$ cat src/rtl/slot_timer_pkg.sv
// Package: types and helpers shared by the slot timing tracker.
// Assumes nothing beyond IEEE 1800-2017 synthesizable constructs.
package slot_timer_pkg;

    // Why a slot boundary is taken this cycle
    typedef enum logic [1:0] {
        BND_NONE  = 2'd0,
        BND_WRAP  = 2'd1,
        BND_EARLY = 2'd2
    } bnd_cause_e;

    // Bits of the control word that carry the enables
    localparam int TX_EN_BIT = 7;
    localparam int RX_EN_BIT = 6;

endpackage

$ cat src/rtl/slot_phase_cnt.sv
// Module: slot_phase_cnt
// Counts microsecond ticks within a slot, decides slot boundaries
// (natural wrap or early boundary pulled by sync) and realignment,
// and drives the registered slot interrupt and slot index.
// Assumes WIN_TICKS < SLOT_TICKS/2 so the two capture windows do not overlap.
module slot_phase_cnt
    import slot_timer_pkg::*;
#(
    parameter int SLOT_TICKS = 30000,
    parameter int WIN_TICKS  = 1250,
    localparam int CNT_W     = $clog2(SLOT_TICKS)
) (
    input  logic             clk,
    input  logic             rst_n,
    input  logic             active,
    input  logic             tick,
    input  logic             sync_ok,
    output logic [CNT_W-1:0] cnt,
    output logic             bnd_now,
    output logic             realign,
    output logic             irq,
    output logic             idx
);
    localparam logic [CNT_W-1:0] LAST_CNT = CNT_W'(SLOT_TICKS - 1);
    localparam logic [CNT_W-1:0] LO_EDGE  = CNT_W'(WIN_TICKS);
    localparam logic [CNT_W-1:0] HI_EDGE  = CNT_W'(SLOT_TICKS - WIN_TICKS);

    logic [CNT_W-1:0] cnt_q;
    logic             irq_q;
    logic             idx_q;
    logic             in_lo;
    logic             in_hi;
    bnd_cause_e       cause;

    // Classify the sync position and the boundary cause for this cycle
    always_comb begin
        in_lo   = cnt_q <= LO_EDGE;
        in_hi   = cnt_q >= HI_EDGE;
        realign = active && sync_ok && (in_lo || in_hi);
        if (!active)
            cause = BND_NONE;
        else if (sync_ok && in_hi && !in_lo)
            cause = BND_EARLY;
        else if (!realign && tick && cnt_q == LAST_CNT)
            cause = BND_WRAP;
        else
            cause = BND_NONE;
        bnd_now = cause != BND_NONE;
    end

    // Tick counter: hold at 0 when idle, restart on realign or boundary
    always_ff @(posedge clk) begin
        if (!rst_n || !active)
            cnt_q <= '0;
        else if (realign || bnd_now)
            cnt_q <= '0;
        else if (tick)
            cnt_q <= cnt_q + 1'b1;
    end

    // Slot interrupt pulse and slot index toggle
    always_ff @(posedge clk) begin
        if (!rst_n || !active) begin
            irq_q <= 1'b0;
            idx_q <= 1'b0;
        end else begin
            irq_q <= bnd_now;
            if (bnd_now)
                idx_q <= ~idx_q;
        end
    end

    assign cnt = cnt_q;
    assign irq = irq_q;
    assign idx = idx_q;


    cnt_range_chk: assert property (@(posedge clk) disable iff (!rst_n)
        cnt_q <= LAST_CNT);

    irq_single_chk: assert property (@(posedge clk) disable iff (!rst_n)
        irq_q |=> !irq_q);

    idx_follows_irq_chk: assert property (@(posedge clk) disable iff (!rst_n)
        (active && $past(active) && idx_q != $past(idx_q)) |-> irq_q);

    idle_clear_chk: assert property (@(posedge clk) disable iff (!rst_n)
        !active |=> (cnt_q == '0 && !irq_q && !idx_q));

endmodule

$ cat src/rtl/lock_monitor.sv
// Module: lock_monitor
// Tracks whether local timing follows received sync. Sets the lock on any
// realignment and clears it after LOSS_SLOTS boundaries in a row without one.
// Assumes bnd_now and realign come from slot_phase_cnt in the same cycle.
module lock_monitor #(
    parameter int LOSS_SLOTS = 2,
    localparam int MISS_W    = $clog2(LOSS_SLOTS + 1)
) (
    input  logic clk,
    input  logic rst_n,
    input  logic active,
    input  logic bnd_now,
    input  logic realign,
    output logic locked
);
    localparam logic [MISS_W-1:0] MISS_MAX = MISS_W'(LOSS_SLOTS);

    logic              locked_q;
    logic              seen_q;
    logic [MISS_W-1:0] miss_q;

    // Lock state, per-slot sync-seen flag and saturating miss count
    always_ff @(posedge clk) begin
        if (!rst_n || !active) begin
            locked_q <= 1'b0;
            seen_q   <= 1'b0;
            miss_q   <= '0;
        end else if (realign) begin
            locked_q <= 1'b1;
            seen_q   <= 1'b1;
            miss_q   <= '0;
        end else if (bnd_now) begin
            seen_q <= 1'b0;
            if (seen_q)
                miss_q <= '0;
            else if (miss_q != MISS_MAX) begin
                miss_q <= miss_q + 1'b1;
                if (miss_q + 1'b1 == MISS_MAX)
                    locked_q <= 1'b0;
            end
        end
    end

    assign locked = locked_q;


    lock_rise_chk: assert property (@(posedge clk) disable iff (!rst_n)
        $rose(locked_q) |-> $past(realign));

    lock_fall_chk: assert property (@(posedge clk) disable iff (!rst_n)
        ($fell(locked_q) && $past(active)) |-> $past(bnd_now));

endmodule

$ cat src/rtl/frame_irq_sched.sv
// Module: frame_irq_sched
// Holds a frame-complete event until the next slot boundary, then fires a
// one-cycle frame interrupt when the tick count reaches T3_TICKS in that slot.
// Assumes WIN_TICKS < T3_TICKS < SLOT_TICKS - WIN_TICKS.
module frame_irq_sched #(
    parameter int SLOT_TICKS = 30000,
    parameter int T3_TICKS   = 2000,
    localparam int CNT_W     = $clog2(SLOT_TICKS)
) (
    input  logic             clk,
    input  logic             rst_n,
    input  logic             active,
    input  logic             tick,
    input  logic             bnd_now,
    input  logic             realign,
    input  logic [CNT_W-1:0] cnt,
    input  logic             frame_end,
    output logic             frame_irq
);
    localparam logic [CNT_W-1:0] FIRE_CNT = CNT_W'(T3_TICKS - 1);

    logic pend_q;
    logic arm_q;
    logic fire_q;
    logic fire;

    // Fire when armed and the count steps onto T3
    always_comb fire = arm_q && tick && !realign && !bnd_now && cnt == FIRE_CNT;

    // Pending flag (this slot) and armed flag (slot after the boundary)
    always_ff @(posedge clk) begin
        if (!rst_n || !active) begin
            pend_q <= 1'b0;
            arm_q  <= 1'b0;
        end else if (bnd_now) begin
            arm_q  <= pend_q;
            pend_q <= frame_end;
        end else begin
            pend_q <= pend_q || frame_end;
            if (fire)
                arm_q <= 1'b0;
        end
    end

    // Registered frame interrupt pulse
    always_ff @(posedge clk) begin
        if (!rst_n || !active)
            fire_q <= 1'b0;
        else
            fire_q <= fire;
    end

    assign frame_irq = fire_q;


    frame_single_chk: assert property (@(posedge clk) disable iff (!rst_n)
        fire_q |=> !fire_q);

    frame_at_t3_chk: assert property (@(posedge clk) disable iff (!rst_n)
        fire_q |-> (cnt == CNT_W'(T3_TICKS)));

endmodule

$ cat src/rtl/slot_timer_top.sv
// Module: slot_timer_top
// Slot timing tracker for a two-slot TDMA baseband. Takes the enables from
// the control word, qualifies sync with the receive enable, and connects the
// phase counter, the lock monitor and the frame interrupt scheduler.
// Assumes us_tick, sync_det and frame_end are synchronous one-cycle pulses.
module slot_timer_top
    import slot_timer_pkg::*;
#(
    parameter int SLOT_TICKS = 30000,
    parameter int WIN_TICKS  = 1250,
    parameter int T3_TICKS   = 2000,
    parameter int LOSS_SLOTS = 2
) (
    input  logic       clk,
    input  logic       rst_n,
    input  logic [7:0] mode_ctl,
    input  logic       us_tick,
    input  logic       sync_det,
    input  logic       frame_end,
    output logic       slot_irq,
    output logic       slot_idx,
    output logic       locked,
    output logic       frame_irq
);
    localparam int CNT_W = $clog2(SLOT_TICKS);

    logic             tx_en;
    logic             rx_en;
    logic             active;
    logic             sync_ok;
    logic [CNT_W-1:0] cnt;
    logic             bnd_now;
    logic             realign;

    // Decode the enables and qualify sync with the receive enable
    always_comb begin
        tx_en   = mode_ctl[TX_EN_BIT];
        rx_en   = mode_ctl[RX_EN_BIT];
        active  = tx_en || rx_en;
        sync_ok = rx_en && sync_det;
    end

    slot_phase_cnt #(
        .SLOT_TICKS(SLOT_TICKS),
        .WIN_TICKS (WIN_TICKS)
    ) phase_i (
        .clk    (clk),
        .rst_n  (rst_n),
        .active (active),
        .tick   (us_tick),
        .sync_ok(sync_ok),
        .cnt    (cnt),
        .bnd_now(bnd_now),
        .realign(realign),
        .irq    (slot_irq),
        .idx    (slot_idx)
    );

    lock_monitor #(
        .LOSS_SLOTS(LOSS_SLOTS)
    ) lock_i (
        .clk    (clk),
        .rst_n  (rst_n),
        .active (active),
        .bnd_now(bnd_now),
        .realign(realign),
        .locked (locked)
    );

    frame_irq_sched #(
        .SLOT_TICKS(SLOT_TICKS),
        .T3_TICKS  (T3_TICKS)
    ) frame_i (
        .clk      (clk),
        .rst_n    (rst_n),
        .active   (active),
        .tick     (us_tick),
        .bnd_now  (bnd_now),
        .realign  (realign),
        .cnt      (cnt),
        .frame_end(frame_end),
        .frame_irq(frame_irq)
    );


    no_sync_when_rx_off_chk: assert property (@(posedge clk) disable iff (!rst_n)
        (!rx_en && $past(!rx_en)) |-> !$rose(locked));

endmodule

$ cat config.mk
export PLATFORM = sky130hd
export DESIGN_NAME = slot_timer_top
export DESIGN_NICKNAME = d
export VERILOG_FILES = /design/src/rtl/slot_timer_pkg.sv /design/src/rtl/slot_phase_cnt.sv /design/src/rtl/lock_monitor.sv /design/src/rtl/frame_irq_sched.sv /design/src/rtl/slot_timer_top.sv
export SDC_FILE = /design/constraint.sdc
export NUM_CORES = 1
export LEC_CHECK = 0
export BUFFER_PORTS_ARGS = -buffer_cell sky130_fd_sc_hd__buf_4
export CAP_MARGIN = 5
export CORE_ASPECT_RATIO = 1.75
export CORE_UTILIZATION = 50
export DETAILED_ROUTE_END_ITERATION = 7
export HOLD_SLACK_MARGIN = 0.05
export PLACE_DENSITY = 0.74
export SLEW_MARGIN = 0
export SYNTH_ARGS = -nofsm -noshare
export SYNTH_HDL_FRONTEND = slang
export SYNTH_SLANG_ARGS = --single-unit
$ cat constraint.sdc
create_clock -name clk -period 1.7 [get_ports clk]
set_input_delay 0.085 -clock clk [delete_from_list [all_inputs] [get_ports clk]]
set_output_delay 0.085 -clock clk [all_outputs]
set_load 0.1 [all_outputs]
==> reports/metrics.csv, run 1 <==
metric,value,unit
maxCapViolations,0,
synth_area,0.00125,mm²
synth_fp_nets,160,
globalplace.congestion,0.916,
numCtsBuffers,3,
synth_flop_cell,dfxtp_1,
cts_root_buf,clkbuf_8,
rsz0062_at_grt,true,
synth.most_common_cell,nor2_1,
finalWorstSetupSlack,-143,ps
grt_max_degree,13,
critical_path_class,reg2reg,
ys_ff_latch,24,
antenna_left,0,
power_density,606,mW/mm²
port_buffers,10,
synth_area_per_cell,8.77,µm²
hold_class,in2reg,
worstPathRequired,1860,ps
p_switching,221,µW
grt_pass1_wl,4.83,mm
switching_share,0.224,
fin_nets,197,
final-instance-count-excl-fill,203,
cts_tree,built,
dpl.cell_count,195,
netlist_instances,143,
start_util,0.538,
drive_gt1_frac,0.331,
grt_antenna_before_repair,0,
tightestPinTransition,375,ps
dpl-instance-area,0.00149,mm²
grt_pass1_vias,1110,
htree_levels,1,
synth-edff-count,0,
cts-root-to-sink-buffers,2,
drc,0,
cts.clk_slew.worst_paths,80,ps
leakage,0.650,nW
dieArea,0.00272,mm²
p_int,767,µW
hold_viol,0,
hold_slack,239,ps
period_minus_slack,1840,ps
setup_viol,21,
synth_cell_type_count,37,
insertion_delay,260,ps
pwr-share-comb,0.089,
design_area,0.00163,mm²
startpoint_type,flop,
synthToLayoutAreaGrowth,30.0,%
ys_async_sr_fraction,0,
n_antenna_cell,0,
wirelength,3.15,mm
vias,1165,
synth_common_cells,"nor2_1 (28), dfxtp_1 (24), nand2_1 (9)",
fp.dieW,39.9,µm
io_pins,17,
ys_seq_area_frac,0.383,
gr-total-overflow,0,
dp_hpwl,2.21,mm
cp_slowest_cell,or4_1,
grt_usage,0.260,
skew,3.90,ps
period_share,1.08,
violations,negative setup slack,
yosys-top-cells-area,"dfxtp_1 (38%), nor2_1 (8.4%), xnor2_1 (5.6%)",
cp_top_family,simple AND/OR/NAND/NOR gates,
drtIter0Drc,30,
die_y,68.2,µm
maxSlewViolCount,0,
crit_buf_inv,0,
wl_per_cell,15.5,µm
max_freq,543,MHz
cp_cell_sequence,"or4_1, a211o_1, a211o_4, nand4b_4, nor2_1",
slew_headroom,0.749,
p_total,989,µW
end_kind,flop,
yosysTopAreaCellShare,0.383,
drt-pass1-iter-count,4,
clkPwrFrac,0.330,
ys_warn_count,0,
synth_area_leader_cell,dfxtp_1,
fp-row-count,23,
cp.arrival,2000,ps
vias_per_cell,5.74,
critPathMaxFanout,8,
core,0.00233,mm²
irDropWorstVdd,0.000631,V
cts_sinks,24,
p_seq_frac,0.581,
critPathMaxStageDelay,520,ps
preCtsSetupSlack,-170,ps
outcome,finished with violations,
[worst reg2reg max path, delay by kind of cell (launching register included)]
family          cells  cell delay (ps)
compound gates      2              660
flops               1              330
simple gates        3              740
[cell type report]
cell class / instances / area, µm²
clock buffers: 3 / 41.3
fillers: 190 / 701
inverters: 4 / 15.0
multi-input cells: 112 / 779
flip-flops and latches: 24 / 484
well taps: 25 / 31.3
repair buffers: 35 / 279
[timing repair]
item                                   in CTS  in global routing
cloned                                      1                  0
gates resized for setup                     6                  7
hold buffers                                2                  0
setup buffers                               2                  0
endpoints found under the hold margin       2                  0
setup endpoints to repair                  20                 23
pin swaps                                  13                  8
[worst paths after layout]
kind | startpoint | to | slack, ps | depth (start not counted)
worst max-delay path | phase_i.cnt[3] | phase_i.cnt[14] | -140 | 5
worst min-delay path | rst_n | lock_i.seen_q | 240 | 4
worst max register to register | phase_i.cnt[3] | phase_i.cnt[14] | -140 | 5
worst min register to register | frame_i.arm_q | frame_i.frame_irq | 440 | 2
[registers in the layout, indices dropped and copies added, names as in the netlist]
register,cells
frame_i.pend_q,1
lock_i.locked,1
frame_i.frame_irq,1
frame_i.arm_q,1
lock_i.seen_q,1
phase_i.idx,1
phase_i.irq,1
phase_i.cnt,15
lock_i.miss_q,2
[per-layer routing]
| metal | vias up | global-route usage | part of all wire |
|---|---|---|---|
| met4 | 0 | 0.151 | 0.038 |
| met3 | 14 | 0.0195 | 0.029 |
| li1 | 582 | - | - |
| met5 | - | 0 | 0 |
| met1 | 527 | 0.254 | 0.37 |
| met2 | 42 | 0.492 | 0.56 |
[cells in the final DEF (no fill, tap or decap), types with 2 or more instances in the layout]
cell / count
and2_4: 2
nand3_1: 6
nor2_2: 4
nor2_1: 24
or2_2: 2
a211o_4: 2
dfxtp_1: 21
o21ai_1: 3
nor3_1: 3
a21oi_1: 2
xor2_1: 7
nand4b_4: 2
buf_4: 30
a31oi_1: 2
clkbuf_8: 3
inv_1: 4
dlygate4sd3_1: 2
ha_1: 4
buf_6: 3
dfxtp_2: 3
o21ai_0: 2
a21oi_2: 2
xnor2_1: 8
nand2_1: 9
or4_1: 3
nand4_1: 6
and4_1: 3
[logic make-up (layout without fill, tap and decap cells)]
logic type	count (synthesis)	in the layout	share of synthesized area
AO/OA/AOI/OAI	20	20	0.111
XOR/XNOR	15	15	0.105
adder cells (fa/ha/maj)	4	4	0.0399
buffers and inverters	8	42	0.0479
flip-flops	24	24	0.383
AND/OR/NAND/NOR	72	73	0.313
[power groups by stage]
stage / Combinational (mW) / Sequential, mW / Clock [mW]
after detailed placement: 0.0749 / 0.588 / 0
after global placement: 0.0724 / 0.588 / 0
after floorplan: 0.0372 / 0.597 / 0
after CTS: 0.0864 / 0.575 / 0.335
after global routing: 0.0940 / 0.576 / 0.358
final: 0.0875 / 0.575 / 0.326
[through the flow]
stage	utilization	TNS [ps]
after floorplan	-	-1180
after global placement	0.637	-1820
after detailed placement	0.637	-2650
after CTS	0.689	-3140
after global routing	0.699	-3580
final	0.699	-2550
(Power assumes the default switching activity.)
==> run 2: changes to the inputs <==
- GPL_ROUTABILITY_DRIVEN: not set -> 1
- TNS_END_PERCENT: not set -> 50
==> reports/metrics.csv, run 2 (synthesized netlist as in run 1, its figures left out) <==
metric,value,unit,change
outcome,finished with violations,,
violations,negative setup slack,,
cts_root_buf,clkbuf_8,,
period_minus_slack,1850,ps,+10.3 ps
grt_usage,0.277,,+0.0173
grt_max_degree,13,,unchanged
hold_viol,0,,unchanged
gr-total-overflow,0,,unchanged
power_density,612,mW/mm²,+0.87%
max_freq,540,MHz,-0.56%
globalplace.congestion,0.910,,-0.59%
fillers,207,,+8.9%
finalWorstSetupSlack,-153,ps,-10.3 ps
critical_path_class,reg2reg,,
io_pins,17,,unchanged
htree_levels,1,,unchanged
largest_reg_flops,15,,unchanged
setup_viol,21,,unchanged
cts_sinks,24,,unchanged
layout_common_cells,"buf_4 (32), nor2_1 (27), dfxtp_1 (22), nand2_1 (9), xnor2_1 (8)",,
core,0.00233,mm²,unchanged
cts.clk_slew.worst_paths,80,ps,about the same
wl_per_cell,15.8,µm,+1.6%
period_share,1.09,,+0.00606
slew_headroom,0.754,,+0.00507
maxCapViolations,0,,unchanged
fin_nets,197,,unchanged
grt_antenna_before_repair,0,,unchanged
wirelength,3.20,mm,+1.6%
cp.arrival,2010,ps,about the same
critPathMaxFanout,8,,unchanged
die_y,68.2,µm,unchanged
skew,4.06,ps,+0.157 ps
drive_gt1_frac,0.315,,-0.0169
hold_class,in2reg,,
insertion_delay,260,ps,about the same
tightestPinTransition,367,ps,-7.58 ps
fin_util,0.693,,-0.00644
irDropWorstVdd,0.000426,V,-32%
antenna_left,0,,unchanged
dp_hpwl,2.33,mm,+5.7%
worstPathRequired,1850,ps,about the same
n_antenna_cell,0,,unchanged
grt_pass1_vias,1241,,+12%
setup-tns-final,-2480,ps,+71.8 ps
rsz0062_at_grt,true,,
cts_tree,built,,
cts-root-to-sink-buffers,2,,unchanged
drt-pass1-iter-count,4,,unchanged
leakage,0.652,nW,+0.29%
start_util,0.538,,unchanged
drtIter0Drc,29,,-3.3%
port_buffers,10,,unchanged
vias,1211,,+3.9%
grt_pass1_wl,5.20,mm,+7.6%
maxSlewViolCount,0,,unchanged
fp.dieW,39.9,µm,unchanged
vias_per_cell,5.97,,+3.9%
end_kind,flop,,
drc,0,,unchanged
synthToLayoutAreaGrowth,28.8,%,
numCtsBuffers,3,,unchanged
dieArea,0.00272,mm²,unchanged
startpoint_type,flop,,
fp-row-count,23,,unchanged
final_common_cell,buf_4,,
## run 2: worst max-delay path: stages, from the launching register on
cell	delay, ps
dfxtp_2	320
or4_1	520
a211o_1	290
a211o_4	370
nand4b_4	160
nor2_1	70
## run 2: layer usage
metal,global-route usage,vias to the layer above,part of all wire
met1,0.233,583,0.35
met4,0.164,0,0.035
met3,0.0422,14,0.029
li1,-,575,-
met2,0.547,39,0.58
met5,0,-,0
## run 2: path summary, 6_finish.rpt
check                       from                end  slack (ps)  depth (start not counted)
hold reg to reg    frame_i.arm_q  frame_i.frame_irq         460                          2
setup / recovery  phase_i.cnt[3]    phase_i.cnt[10]        -150                          5
hold / removal             rst_n        phase_i.irq         240                          4
setup reg to reg  phase_i.cnt[3]    phase_i.cnt[10]        -150                          5
## run 2: through the flow
step,worst slack (ps),instances,hold slack (ps),instance area (µm²),power (mW)
floorplan,-112,143,168,1260,0.633
global placement,-111,196,292,1480,0.660
detailed placement,-175,196,320,1480,0.664
CTS,-141,203,235,1610,0.997
global route,-197,203,272,1620,1.03
finish,-153,203,239,1620,0.988
## run 2: layout make-up
cell class	count	area [µm²]	area share
inverters	4	15.0	0.00930
multi-input cells	112	773	0.479
flip-flops and latches	24	483	0.299
well taps	25	31.3	0.0194
repair buffers	35	272	0.168
clock buffers	3	41.3	0.0256
## run 2: where the power goes
group / switching (mW) / leakage [nW] / internal (mW)
logic: 0.0479 / 0.435 / 0.0411
registers: 0.00536 / 0.195 / 0.569
clock network: 0.166 / 0.0216 / 0.158
total: 0.219 / 0.652 / 0.769
## run 2: repair_timing
item / 4_1_cts / 5_1_grt
pin swaps: 4 / 4
hold buffers: 2 / 0
resized for setup: 9 / 3
setup buffers: 1 / 0
hold endpoints to repair: 2 / 0
cloned: 1 / 0
setup endpoints to repair: 23 / 23
==> run 3: changes to the inputs <==
- CORE_MARGIN: not set -> 4
- PLACE_DENSITY: 0.74 -> 0.71
- clock period: 1.7 -> 2.1 ns (I/O delays scaled with it)
==> reports/metrics.csv, run 3 (synthesized netlist as in run 1, its figures left out) <==
metric,value,unit,change
setup-tns-final,0,ps,+2480 ps
cp.arrival,2100,ps,+90 ps
fillers,204,,-1.4%
core,0.00233,mm²,unchanged
numCtsBuffers,3,,unchanged
wirelength,2.53,mm,-21%
switching_share,0.215,,-0.00686
leakage,0.563,nW,-14%
max_freq,514,MHz,-4.8%
fin_util,0.618,,-0.0751
wl_per_cell,13.6,µm,-14%
grt_antenna_before_repair,0,,unchanged
cp_slowest_cell,or4_1,,
vias,1059,,-13%
period_share,0.926,,-0.164
hold_class,in2reg,,
gr-total-overflow,0,,unchanged
pwr-share-comb,0.070,,-0.020
p_int,653,µW,-15%
skew,5.90,ps,+1.84 ps
die_y,74.2,µm,+8.8%
clkPwrFrac,0.371,,+0.043
fin_nets,180,,-8.6%
dpl-instance-area,0.00138,mm²,-7.3%
p_seq_frac,0.558,,-0.023
worstPathRequired,2250,ps,+400 ps
fp.dieW,45.9,µm,+15%
grt_usage,0.167,,-0.111
grt_pass1_vias,1003,,-19%
dp_hpwl,1.93,mm,-17%
critPathMaxStageDelay,490,ps,-30 ps
htree_levels,1,,unchanged
port_buffers,10,,unchanged
layout_common_cells,"nor2_1 (28), dfxtp_1 (24), buf_4 (18), nand2_1 (9), xnor2_1 (8)",,
p_switching,179,µW,-18%
irDropWorstVdd,0.000571,V,+34%
n_antenna_cell,0,,unchanged
critical_path_class,reg2reg,,
cts_tree,built,,
cp_cell_sequence,"or4_1, a211o_1, a211o_1, nand4b_4, nor2_1",,
insertion_delay,270,ps,about the same
antenna_left,0,,unchanged
dieArea,0.00340,mm²,+25%
setup_viol,0,,-100%
outcome,"complete, no violations",,
maxSlewViolCount,0,,unchanged
drc,0,,unchanged
rsz0062_at_grt,false,,
cts-root-to-sink-buffers,2,,unchanged
drive_gt1_frac,0.191,,-0.123
period_minus_slack,1950,ps,+92.5 ps
power_density,578,mW/mm²,-5.5%
largest_reg_flops,15,,unchanged
start_util,0.538,,unchanged
design_area,0.00144,mm²,-11%
cts_root_buf,clkbuf_8,,
end_kind,flop,,
critPathMaxFanout,15,,+7
drtIter0Drc,20,,-31%
crit_path_frequent_cell,a211o_1,,
io_pins,17,,unchanged
slew_headroom,0.737,,-0.0179
grt_max_degree,16,,+3
synthToLayoutAreaGrowth,14.9,%,
drt-pass1-iter-count,4,,unchanged
final_common_cell,nor2_1,,
p_total,832,µW,-16%
crit_buf_inv,0,,unchanged
cts_sinks,24,,unchanged
globalplace.congestion,0.820,,-10%
fp-row-count,23,,unchanged
tightestPinTransition,394,ps,+26.7 ps
cp_top_family,simple AND/OR/NAND/NOR gates,,
cts.clk_slew.worst_paths,80,ps,about the same
startpoint_type,flop,,
grt_pass1_wl,4.30,mm,-17%
vias_per_cell,5.66,,-5.1%
hold_viol,0,,unchanged
maxCapViolations,0,,unchanged
==> run 3: final cells by class <==
cell class | instances | area, µm² | area share
clock buffers | 4 | 55.1 | 0.0382
flip-flops and latches | 24 | 480 | 0.334
well taps | 25 | 31.3 | 0.0217
inverters | 4 | 15.0 | 0.0104
multi-input cells | 111 | 713 | 0.495
repair buffers | 19 | 145 | 0.101
==> run 3: per-stage QoR <==
| step | hold WS [ps] | setup WS (ps) | instances |
|---|---|---|---|
| floorplan | 196 | 208 | 143 |
| global placement | 314 | 187 | 182 |
| detailed placement | 317 | 171 | 182 |
| CTS | 56.8 | 143 | 187 |
| global route | 72.4 | 70.6 | 187 |
| finish | 60.7 | 155 | 187 |
==> run 3: layer usage <==
layer / global-route usage / wire length (µm)
met4: 0.0633 / 29
met2: 0.304 / 1400
met5: 0 / 0
met3: 0.0266 / 75
met1: 0.184 / 1030
==> run 3: final timing paths <==
check	startpoint	endpoint	slack (ps)	depth (start not counted)
setup / recovery	phase_i.cnt[3]	phase_i.cnt[12]	150	5
hold / removal	us_tick	phase_i.cnt[1]	60	2
setup reg to reg	phase_i.cnt[3]	phase_i.cnt[12]	150	5
hold reg to reg	frame_i.arm_q	frame_i.frame_irq	440	2
==> run 3: worst reg2reg max path: stages (launching register included) <==
cell and delay (ps):
dfxtp_1 370, or4_1 490, a211o_1 300, a211o_1 360, nand4b_4 230, nor2_1 80
==> run 3: power groups by stage <==
stage                     clock network, mW  registers, mW  logic (mW)
final                                 0.309          0.465      0.0584
after detailed placement                  0          0.476      0.0572
after global routing                  0.335          0.466      0.0645
after global placement                    0          0.476      0.0560
after floorplan                           0          0.483      0.0291
after CTS                             0.323          0.465      0.0590
==> run 3: repair_timing <==
item                      CTS  global route
hold buffers                1             0
hold endpoints to repair    1             0
resized for setup           0             0
setup buffers               0             0
